--- src/rtl/pfc_pkg.sv ---
package pfc_pkg;

  // Sequencer states of the loop controller
  typedef enum logic [2:0] {
    ST_IDLE,
    ST_ALIGN,
    ST_PHASE,
    ST_ACQ,
    ST_TRACK
  } pfcState_t;

  // Strobes from the sequencer to the datapath
  typedef struct packed {
    logic freqUpd;   // coarse code update at this reference edge
    logic fracUpd;   // fine (tracking) update at this reference edge
    logic phaseEn;   // feedback edges may retune the divisor
  } pfcStrobe_t;

endpackage

--- src/rtl/pfc_datapath.sv ---
module pfc_datapath
  import pfc_pkg::*;
#(
  parameter int CNT_W    = 12,
  parameter int COARSE_W = 11,
  parameter int FRAC_W   = 5,
  parameter int GAIN_W   = 2,
  parameter int NOM_DIV  = 64
) (
  input  logic                       clk,
  input  logic                       rst,
  input  logic                       oscTick,
  input  logic                       refEdge,
  input  logic                       fbEdge,
  input  logic [GAIN_W-1:0]          gainShift,
  input  pfcStrobe_t                 stb,
  output logic [CNT_W-1:0]           divisor,
  output logic [COARSE_W+FRAC_W-1:0] ctrlCode,
  output logic                       errSmall
);

  localparam int CODE_W = COARSE_W + FRAC_W;
  localparam int ERR_W  = CNT_W + 2;
  localparam int SUM_W  = ERR_W + (1 << GAIN_W) + COARSE_W;
  localparam logic [CNT_W-1:0]    CNT_MAX = '1;
  localparam logic [CNT_W-1:0]    NOM     = CNT_W'(NOM_DIV);
  localparam logic [COARSE_W-1:0] MID     = {1'b1, {(COARSE_W-1){1'b0}}};
  localparam logic [COARSE_W-1:0] CMAX    = '1;

  logic [CNT_W-1:0]        sinceRef;
  logic [CNT_W-1:0]        cntNow;
  logic [CNT_W-1:0]        phaseErr;
  logic                    armed;
  logic [COARSE_W-1:0]     coarse;
  logic [FRAC_W-1:0]       frac;
  logic signed [ERR_W-1:0] freqErr;
  logic signed [SUM_W-1:0] deltaCode;
  logic signed [SUM_W-1:0] coarseSum;
  logic [COARSE_W-1:0]     coarseNext;
  logic [CODE_W-1:0]       codeNow;
  logic [CODE_W-1:0]       trackNext;
  logic [CNT_W-1:0]        corrDiv;

  // Oscillator cycles since the last reference edge, including this cycle
  always_comb begin
    if (oscTick && sinceRef != CNT_MAX) cntNow = sinceRef + 1'b1;
    else                                cntNow = sinceRef;
  end

  // Signed frequency error: positive means too few oscillator cycles
  always_comb begin
    freqErr   = $signed({2'b00, NOM}) - $signed({2'b00, cntNow});
    deltaCode = SUM_W'(freqErr) <<< gainShift;
    coarseSum = $signed({{(SUM_W-COARSE_W){1'b0}}, coarse}) + deltaCode;
    if (coarseSum[SUM_W-1])
      coarseNext = '0;
    else if (coarseSum > $signed({{(SUM_W-COARSE_W){1'b0}}, CMAX}))
      coarseNext = CMAX;
    else
      coarseNext = coarseSum[COARSE_W-1:0];
  end

  // Tracking: whole word steps by one, saturating at both rails
  always_comb begin
    codeNow = {coarse, frac};
    if (!freqErr[ERR_W-1] && freqErr != '0 && codeNow != '1)
      trackNext = codeNow + 1'b1;
    else if (freqErr[ERR_W-1] && codeNow != '0)
      trackNext = codeNow - 1'b1;
    else
      trackNext = codeNow;
  end

  // One-period divisor that cancels the measured feedback lag
  always_comb begin
    if (cntNow >= NOM) corrDiv = CNT_W'(1);
    else               corrDiv = NOM - cntNow;
  end

  always_comb begin
    errSmall = ((freqErr == '0) || (freqErr == ERR_W'(1)) || (freqErr == '1))
               && (phaseErr <= CNT_W'(1));
  end

  always_ff @(posedge clk) begin
    if (rst) begin
      sinceRef <= '0;
      armed    <= 1'b0;
      phaseErr <= '0;
      divisor  <= NOM;
      coarse   <= MID;
      frac     <= '0;
    end else begin
      sinceRef <= refEdge ? '0 : cntNow;
      if (fbEdge)       armed <= 1'b0;
      else if (refEdge) armed <= 1'b1;
      if (fbEdge && refEdge)    phaseErr <= '0;
      else if (fbEdge && armed) phaseErr <= cntNow;
      if (stb.phaseEn && fbEdge)
        divisor <= (armed && !refEdge) ? corrDiv : NOM;
      if (stb.freqUpd)
        coarse <= coarseNext;
      else if (stb.fracUpd)
        {coarse, frac} <= trackNext;
    end
  end

  assign ctrlCode = {coarse, frac};


  divisor_nonzero_chk: assert property (@(posedge clk) disable iff (rst)
    divisor != '0);


  div_hold_chk: assert property (@(posedge clk) disable iff (rst)
    !fbEdge |=> $stable(divisor));


  code_hold_chk: assert property (@(posedge clk) disable iff (rst)
    !refEdge |=> $stable(ctrlCode));


  track_step_chk: assert property (@(posedge clk) disable iff (rst)
    stb.fracUpd |=> (ctrlCode == $past(ctrlCode))
                 || (ctrlCode == $past(ctrlCode) + 1'b1)
                 || (ctrlCode == $past(ctrlCode) - 1'b1));

endmodule

--- src/rtl/pfc_control.sv ---
module pfc_control
  import pfc_pkg::*;
#(
  parameter int LOCK_RUNS = 4
) (
  input  logic       clk,
  input  logic       rst,
  input  logic       start,
  input  logic       refEdge,
  input  logic       errSmall,
  output pfcStrobe_t stb,
  output logic       lock
);

  localparam int GW = $clog2(LOCK_RUNS + 1);
  localparam logic [GW-1:0] LAST = GW'(LOCK_RUNS - 1);

  pfcState_t     state;
  logic [GW-1:0] goodCnt;

  always_comb begin
    stb.freqUpd = refEdge && (state == ST_ACQ);
    stb.fracUpd = refEdge && (state == ST_TRACK);
    stb.phaseEn = (state == ST_PHASE) || (state == ST_ACQ) || (state == ST_TRACK);
  end

  always_ff @(posedge clk) begin
    if (rst) begin
      state   <= ST_IDLE;
      goodCnt <= '0;
    end else begin
      case (state)
        ST_IDLE:  if (start) state <= ST_ALIGN;
        ST_ALIGN: if (refEdge) state <= ST_PHASE;
        ST_PHASE: if (refEdge) state <= ST_ACQ;
        ST_ACQ: begin
          if (refEdge) begin
            if (!errSmall) begin
              goodCnt <= '0;
            end else if (goodCnt == LAST) begin
              goodCnt <= '0;
              state   <= ST_TRACK;
            end else begin
              goodCnt <= goodCnt + 1'b1;
            end
          end
        end
        ST_TRACK: state <= ST_TRACK;
        default:  state <= ST_IDLE;
      endcase
    end
  end

  assign lock = (state == ST_TRACK);


  idle_wait_chk: assert property (@(posedge clk) disable iff (rst)
    (state == ST_IDLE && !start) |=> state == ST_IDLE);


  lock_sticky_chk: assert property (@(posedge clk) disable iff (rst)
    lock |=> lock);


  lock_entry_chk: assert property (@(posedge clk) disable iff (rst)
    $rose(lock) |-> $past(state) == ST_ACQ);

endmodule

--- src/rtl/adpll_loop_ctrl.sv ---
module adpll_loop_ctrl
  import pfc_pkg::*;
#(
  parameter int CNT_W     = 12,
  parameter int COARSE_W  = 11,
  parameter int FRAC_W    = 5,
  parameter int GAIN_W    = 2,
  parameter int NOM_DIV   = 64,
  parameter int LOCK_RUNS = 4
) (
  input  logic                       clk,
  input  logic                       rst,
  input  logic                       start,
  input  logic                       oscTick,
  input  logic                       refEdge,
  input  logic                       fbEdge,
  input  logic [GAIN_W-1:0]          gainShift,
  output logic [CNT_W-1:0]           divisor,
  output logic [COARSE_W+FRAC_W-1:0] ctrlCode,
  output logic                       lock
);

  pfcStrobe_t stb;
  logic       errSmall;

  pfc_control #(.LOCK_RUNS(LOCK_RUNS)) u_ctrl (
    .clk(clk), .rst(rst), .start(start), .refEdge(refEdge),
    .errSmall(errSmall), .stb(stb), .lock(lock)
  );

  pfc_datapath #(
    .CNT_W(CNT_W), .COARSE_W(COARSE_W), .FRAC_W(FRAC_W),
    .GAIN_W(GAIN_W), .NOM_DIV(NOM_DIV)
  ) u_dp (
    .clk(clk), .rst(rst), .oscTick(oscTick), .refEdge(refEdge),
    .fbEdge(fbEdge), .gainShift(gainShift), .stb(stb),
    .divisor(divisor), .ctrlCode(ctrlCode), .errSmall(errSmall)
  );

endmodule

--- config.mk ---
export PLATFORM = sky130hd
export DESIGN_NAME = adpll_loop_ctrl
export DESIGN_NICKNAME = d
export VERILOG_FILES = /design/src/rtl/pfc_pkg.sv /design/src/rtl/pfc_datapath.sv /design/src/rtl/pfc_control.sv /design/src/rtl/adpll_loop_ctrl.sv
export SDC_FILE = /design/constraint.sdc
export NUM_CORES = 1
export LEC_CHECK = 0
export ABC_AREA = 1
export BUFFER_PORTS_ARGS = -buffer_cell sky130_fd_sc_hd__buf_2
export CAP_MARGIN = 10
export CORE_MARGIN = 4
export CORE_UTILIZATION = 56
export DETAILED_ROUTE_END_ITERATION = 8
export GPL_ROUTABILITY_DRIVEN = 0
export HOLD_SLACK_MARGIN = 0.06
export PLACE_DENSITY = 0.78
export RECOVER_POWER = 100
export SYNTH_ARGS = -nofsm -noshare
export SYNTH_HDL_FRONTEND = slang
export SYNTH_SLANG_ARGS = --single-unit
--- constraint.sdc ---
create_clock -name clk -period 4.6 [get_ports clk]
set_input_delay 0.46 -clock clk [delete_from_list [all_inputs] [get_ports clk]]
set_output_delay 0.46 -clock clk [all_outputs]
set_load 0.01 [all_outputs]
==> results of run 1 <==
[worst register-to-register path, delay by kind of cell, from the launching register on]
| kind | cells | cell delay, ns |
|---|---|---|
| simple gates | 20 | 1.94 |
| flops | 1 | 0.38 |
| xor+xnor | 1 | 0.14 |
| buf+inv | 4 | 0.28 |
| fa+ha+maj | 3 | 0.60 |
| compound gates | 7 | 0.93 |
[worst paths after layout]
check | start | end | slack (ns) | cells past startpoint
worst max-delay path | u_dp.sinceRef[1] | u_dp.coarse[4] | 0.21 | 35
worst min-delay path | fbEdge | u_dp.armed | 0.44 | 4
worst max register to register | u_dp.sinceRef[1] | u_dp.coarse[4] | 0.21 | 35
worst min register to register | u_dp.divisor[11] | u_dp.divisor[11] | 0.44 | 2
[per-layer routing]
layer	vias to the layer above	GRT usage, %
li1	2694	-
met1	2520	35.5
met2	235	40.8
met3	44	6.08
met4	0	5.85
met5	-	0
[report_power, final]
| part | leakage (nW) | switching (mW) | internal (mW) |
|---|---|---|---|
| Sequential | 0.474 | 0.0165 | 0.514 |
| Combinational | 2.18 | 0.163 | 0.0927 |
| Clock | 0.0882 | 0.220 | 0.209 |
[sequential cells by signal, summed over array words and instances (netlist names)]
name            cells
u_ctrl.goodCnt      3
u_dp.frac           5
u_dp.phaseErr      11
u_dp.sinceRef      12
u_dp.coarse        11
u_ctrl.state        3
u_dp.armed          1
u_dp.divisor       12
[placed cells by master (no fill, tap or decap), drive strengths merged, types with 6 or more instances in the layout]
cell type	n
xnor2	8
nand3	68
o21ai	44
clkinv	6
ha	35
nand4	11
o211ai	14
dfxtp	58
nor3	9
xor2	13
clkbuf	40
nor2	92
buf	40
a21oi	53
nor4	9
nand2	234
inv	87
[per-stage QoR]
stage / cells / TNS, ns / setup WS (ns)
2_1_floorplan: 776 / 0 / 0.313
3_3_place_gp: 912 / -0.0588 / -0.0588
3_5_place_dp: 912 / -0.379 / -0.249
4_1_cts: 934 / 0 / 0.00704
5_1_grt: 954 / -0.509 / -0.145
6_report: 954 / 0 / 0.211
[cell families (layout without fill, tap and decap cells)]
kind of cell / count (synthesis) / count (layout)
buf+inv: 106 / 175
xor+xnor: 21 / 21
flops: 58 / 58
fa+ha+maj: 37 / 37
compound gates: 130 / 130
simple gates: 424 / 425
[area by class of cell]
| type | count | area [µm²] |
|---|---|---|
| tap | 108 | 135 |
| inverter | 89 | 334 |
| timing repair buffer | 70 | 409 |
| sequential | 58 | 1180 |
| clock inverter | 6 | 42.5 |
| fill | 763 | 2810 |
| multi-input combinational | 613 | 3630 |
| clock buffer | 10 | 138 |
[repair_timing]
item / CTS / global route
setup buffers: 6 / 19
gates cloned: 0 / 1
gates resized for setup: 13 / 64
pin swaps: 8 / 32
endpoints found under the setup margin: 5 / 11
==> impl_metrics.csv, run 1 <==
group,metric,value,unit
run_status,outcome,"finished, final reports clean",
finish,area_growth_syn_to_layout,18.1,%
clock_network,clkTransAtPathRegs,0.07,ns
floorplanning,start_util,57.3,%
grt,grt_max_degree,23,
synthesis,synth_compound_area_share,14.8,%
floorplanning,io_pins,37,
detailed_routing,wl_met1,6.24,mm
critical_path,worstPathRequired,4.83,ns
clock_network,cts_root_buf,"clkbuf_8",
finish,post-route-cell-area,5870,µm²
critical_path,cp-start-kind,"flip-flop",
pwr,ir_drop,0.180,mV
clock_network,clockBufferDepth,2,
detailed_routing,dr.max_layer_used,"met4",
synthesis,synth_simple_gate_area_share,39.9,%
synthesis,synth_cell_types,45,
synthesis,yosysTopAreaCellShare,23.4,%
grt,grt_pass1_vias,4734,
sta,whs,0.438,ns
clock_network,cts_tree,"built",
critical_path,worstSetupEndpointType,"flip-flop",
placement,dp_hpwl,10.0,mm
sta,slew_violations,0,
synthesis,synth_fa_ha_area_share,9.62,%
synthesis,synth-edff-count,0,
grt,antenna_found_initial,0,
detailed_routing,dr_wl_met2,6.35,mm
synthesis,synth_warnings,0,
pwr,power,1.22,mW
sta,relSlewSlack,39.4,%
placement,placed_area,5270,µm²
sta,fin_worst_skew,0.00712,ns
detailed_routing,wl_per_cell,14.6,µm
critical_path,critPathKind,"reg -> reg",
floorplanning,row_count,34,
critical_path,slowest_delay,0.38,ns
detailed_routing,vias,5493,
floorplanning,core,8680,µm²
sta,period_share,95.4,%
clock_network,cts.htree.levels,3,
clock_network,postCtsHoldBufs,0,
sta,worstMarginPinSlew,0.900,ns
detailed_routing,drt_first_pass_iters,6,
pwr,p_leak,2.74,nW
detailed_routing,route.met3.wl,1.07,mm
run,max_cap_viol_count,0,
clock_network,cts_buffers,9,
detailed_routing,drtAntennaViolNets,0,
floorplanning,die_y,102,µm
synthesis,yosys-top-cells-area,"dfxtp_1 23%, nand2_1 16%, ha_1 8.8%",
grt,grt_pass1_wl,21.7,mm
finish,drive_gt1_share,20.0,%
grt,globalRouteOverflowTotal,0,
synthesis,async_flop_share,0,%
critical_path,path_common_cell,"nor2_1",
synthesis,yosysMostFrequentCell,"nand2_1",
detailed_routing,vias_per_cell,5.76,
synthesis,syn-num-nets,821,
synthesis,synthMuxAreaShare,0,%
synthesis,synthTopCellsByCount,"207 x nand2_1, 80 x nor2_1, 79 x inv_1",
critical_path,critPathTopFamily,"simple AND/OR/NAND/NOR gates",
finish,layout.nets,886,
critical_path,critical_path.slowest_cell,"dfxtp_4",
detailed_routing,detail_route.drc_violations,0,
clock_network,cts_num_sinks,58,
synthesis,synth-main-ff-cell,"dfxtp_1",
synthesis,syn_area,4970,µm²
hold_path,hold_class,"in -> reg",
sta,max_freq,228,MHz
sta,period_needed,4.39,ns
floorplanning,die_x,102,µm
critical_path,worstPathArrival,4.62,ns
pwr,powerDensity,207,nW/µm²
finish,antenna_cells,0,
detailed_routing,routed_wl,13.9,mm
synthesis,syn_area_per_cell,6.40,µm²
detailed_routing,first_iter_violations,531,
synthesis,synth_top_area_cell,"dfxtp_1",
critical_path,critPathMaxFanout,6,
sta,finalHoldViolations,0,
critical_path,cp_num_buf_inv,4,
synthesis,ys_ff_latch,58,
synthesis,synth_xor_xnor_area_share,3.85,%
clock_network,clk_latency,0.34,ns
floorplanning,die_area,10400,µm²
synthesis,ys_seq_area_share,23.4,%
sta,setup_viol,0,
synthesis,synth_top_family_by_area,"simple AND/OR/NAND/NOR gates",
grt,grtUsageTotal,25.7,%
placement,portBuffers,36,
synthesis,netlist_instances,776,
finish,utilization,67.6,%
Power figures use the tool's default switching activity.
==> run 2: changes to the inputs <==
--- a/config.mk
+++ b/config.mk
@@ -13,6 +13,7 @@
 export DETAILED_ROUTE_END_ITERATION = 8
 export GPL_ROUTABILITY_DRIVEN = 0
 export HOLD_SLACK_MARGIN = 0.06
+export MAX_ROUTING_LAYER = met4
 export PLACE_DENSITY = 0.78
 export RECOVER_POWER = 100
 export SYNTH_ARGS = -nofsm -noshare
==> run 2 against run 1 <==
First-iteration DRC count increased by 5.5%. Sequential cell count did not move. Sequential power hardly changed. Register-to-register slack hardly changed. Non-clock buffer count did not move. Final area about the same. Via count is 1.3% lower. Final cell count unchanged. Critical path depth fell by 1. Clock power about the same.
==> impl_metrics.csv, run 2 (synthesis gave the netlist of run 1 again) <==
group,metric,value,unit
critical_path,worstPathArrival,4.68,ns
detailed_routing,drt_first_pass_iters,6,
finish,layout_commonest_cell,"nand2_1",
clock_network,clk_latency,0.34,ns
detailed_routing,dr_wl_met2,6.31,mm
grt,globalRouteOverflowTotal,0,
critical_path,worstPathRequired,4.89,ns
grt,grt_pass1_vias,4732,
critical_path,slowest_delay,0.38,ns
finish,n_fill_cell,757,
critical_path,path_common_cell,"nand2_1",
finish,largest_registers,"u_dp.divisor x12, u_dp.sinceRef x12",
critical_path,critPathMaxFanout,6,
critical_path,cp-start-kind,"flip-flop",
sta,finalHoldViolations,0,
critical_path,r2r_slack,0.21,ns
placement,dp_hpwl,10.0,mm
sta,period_share,95.5,%
sta,slew_violations,0,
clock_network,cts.htree.levels,3,
detailed_routing,dr.max_layer_used,"met4",
detailed_routing,vias,5422,
clock_network,postCtsHoldBufs,0,
hold_path,whs_path_depth,4,
critical_path,cp-startpoint,"u_dp.sinceRef[1]",
clock_network,clockBufferDepth,2,
sta,finalSetupTns,0,ns
detailed_routing,route.met3.wl,1.04,mm
floorplanning,core,8680,µm²
critical_path,critPathKind,"reg -> reg",
sta,fin_worst_skew,0.00916,ns
finish,antenna_cells,0,
detailed_routing,vias_per_cell,5.68,
run_status,outcome,"finished, final reports clean",
sta,worstMarginPinSlew,0.905,ns
clock_network,cts_root_buf,"clkbuf_8",
floorplanning,die_area,10400,µm²
grt,grt_max_degree,23,
grt,grtUsageTotal,26.5,%
critical_path,timing.rr.start,"u_dp.sinceRef[1]",
floorplanning,die_y,102,µm
critical_path,critical_path.slowest_cell,"dfxtp_4",
sta,max_freq,228,MHz
detailed_routing,first_iter_violations,560,
grt,grt_pass1_wl,21.7,mm
floorplanning,die_x,102,µm
detailed_routing,drtAntennaViolNets,0,
clock_network,cts_tree,"built",
grt,antenna_found_initial,0,
sta,setup_viol,0,
clock_network,cts_num_sinks,58,
finish,finalNonFillerCells,954,
run,max_cap_viol_count,0,
finish,area_growth_syn_to_layout,18.1,%
sta,whs,0.439,ns
placement,dp_cells,912,
pwr,ir_drop,0.182,mV
floorplanning,start_util,57.3,%
critical_path,r2r_end,"u_dp.coarse[10]",
finish,layout.nets,886,
pwr,p_leak,2.74,nW
detailed_routing,detail_route.drc_violations,0,
finish,layout_common_cells,"199 x nand2_1, 77 x inv_1, 72 x nor2_1",
floorplanning,row_count,34,
clock_network,clkTransAtPathRegs,0.07,ns
finish,drive_gt1_share,20.0,%
detailed_routing,routed_wl,13.7,mm
floorplanning,io_pins,37,
critical_path,worstSetupEndpointType,"flip-flop",
clock_network,cts_buffers,9,
hold_path,hold_class,"in -> reg",
detailed_routing,wl_met1,6.19,mm
hold_path,min-delay-start,"fbEdge",
sta,relSlewSlack,39.1,%
critical_path,r2r_cells,34,
detailed_routing,wl_per_cell,14.4,µm
sta,period_needed,4.39,ns
placement,portBuffers,36,
hold_path,min_to,"u_dp.armed",
pwr,powerDensity,207,nW/µm²
## run 2: changes by cell type in the layout (fill, tap and decap cells not counted)
cell,previous run,this run
o21ai_1,16,15
nand2_2,26,24
buf_2,6,8
clkbuf_1,30,28
nand2_1,197,199
o21ai_0,27,28
## run 2: worst max-delay path, delay by kind of cell, from the launching register on
family / cells / cell delay (ns)
xor+xnor: 1 / 0.16
flops: 1 / 0.38
simple gates: 20 / 1.93
compound gates: 6 / 0.97
buf+inv: 4 / 0.33
fa+ha+maj: 3 / 0.57
## run 2: cell type report
cell class / count / area (µm²) / share of cell area [%]
inverter: 89 / 334 / 5.69
sequential: 58 / 1180 / 20.1
timing repair buffer: 70 / 412 / 7.02
clock inverter: 6 / 42.5 / 0.725
multi-input combinational: 613 / 3630 / 61.8
tap: 108 / 135 / 2.30
clock buffer: 10 / 138 / 2.35
## run 2: worst max-delay path by stage
stage	end	slack, ns	cells after the start
2_1_floorplan	u_dp.coarse[9]	0.31	34
3_3_place_gp	u_dp.coarse[10]	-0.06	31
3_5_place_dp	u_dp.coarse[10]	-0.25	34
4_1_cts	u_dp.coarse[10]	0.007	34
5_1_grt	u_dp.coarse[4]	-0.14	36
6_report	u_dp.coarse[10]	0.21	34
## run 2: what timing repair did
item / 4_1_cts / 5_1_grt
gates cloned: 0 / 1
setup endpoints to repair: 5 / 11
pin swaps: 8 / 33
resized for setup: 13 / 61
buffers inserted: 6 / 19
## run 2: routing by layer
| metal | up-vias | global-route usage (%) |
|---|---|---|
| met4 | 0 | 5.85 |
| li1 | 2698 | - |
| met1 | 2478 | 35.8 |
| met3 | 32 | 5.67 |
| met5 | - | - |
| met2 | 214 | 40.8 |
## run 2: where the power goes
group / switching, mW / internal [mW] / leakage [nW]
registers: 0.0163 / 0.514 / 0.474
logic: 0.162 / 0.0925 / 2.18
clock network: 0.221 / 0.210 / 0.0882
## run 2: stage by stage
stage	util (%)	total power, mW	instance area, µm²	setup slack (ns)
floorplan	-	0.715	4970	0.313
global placement	60.7	0.757	5270	-0.0588
detailed placement	60.7	0.764	5270	-0.249
CTS	63.9	1.19	5540	0.00704
global route	67.6	1.28	5870	-0.139
finish	67.6	1.22	5870	0.207
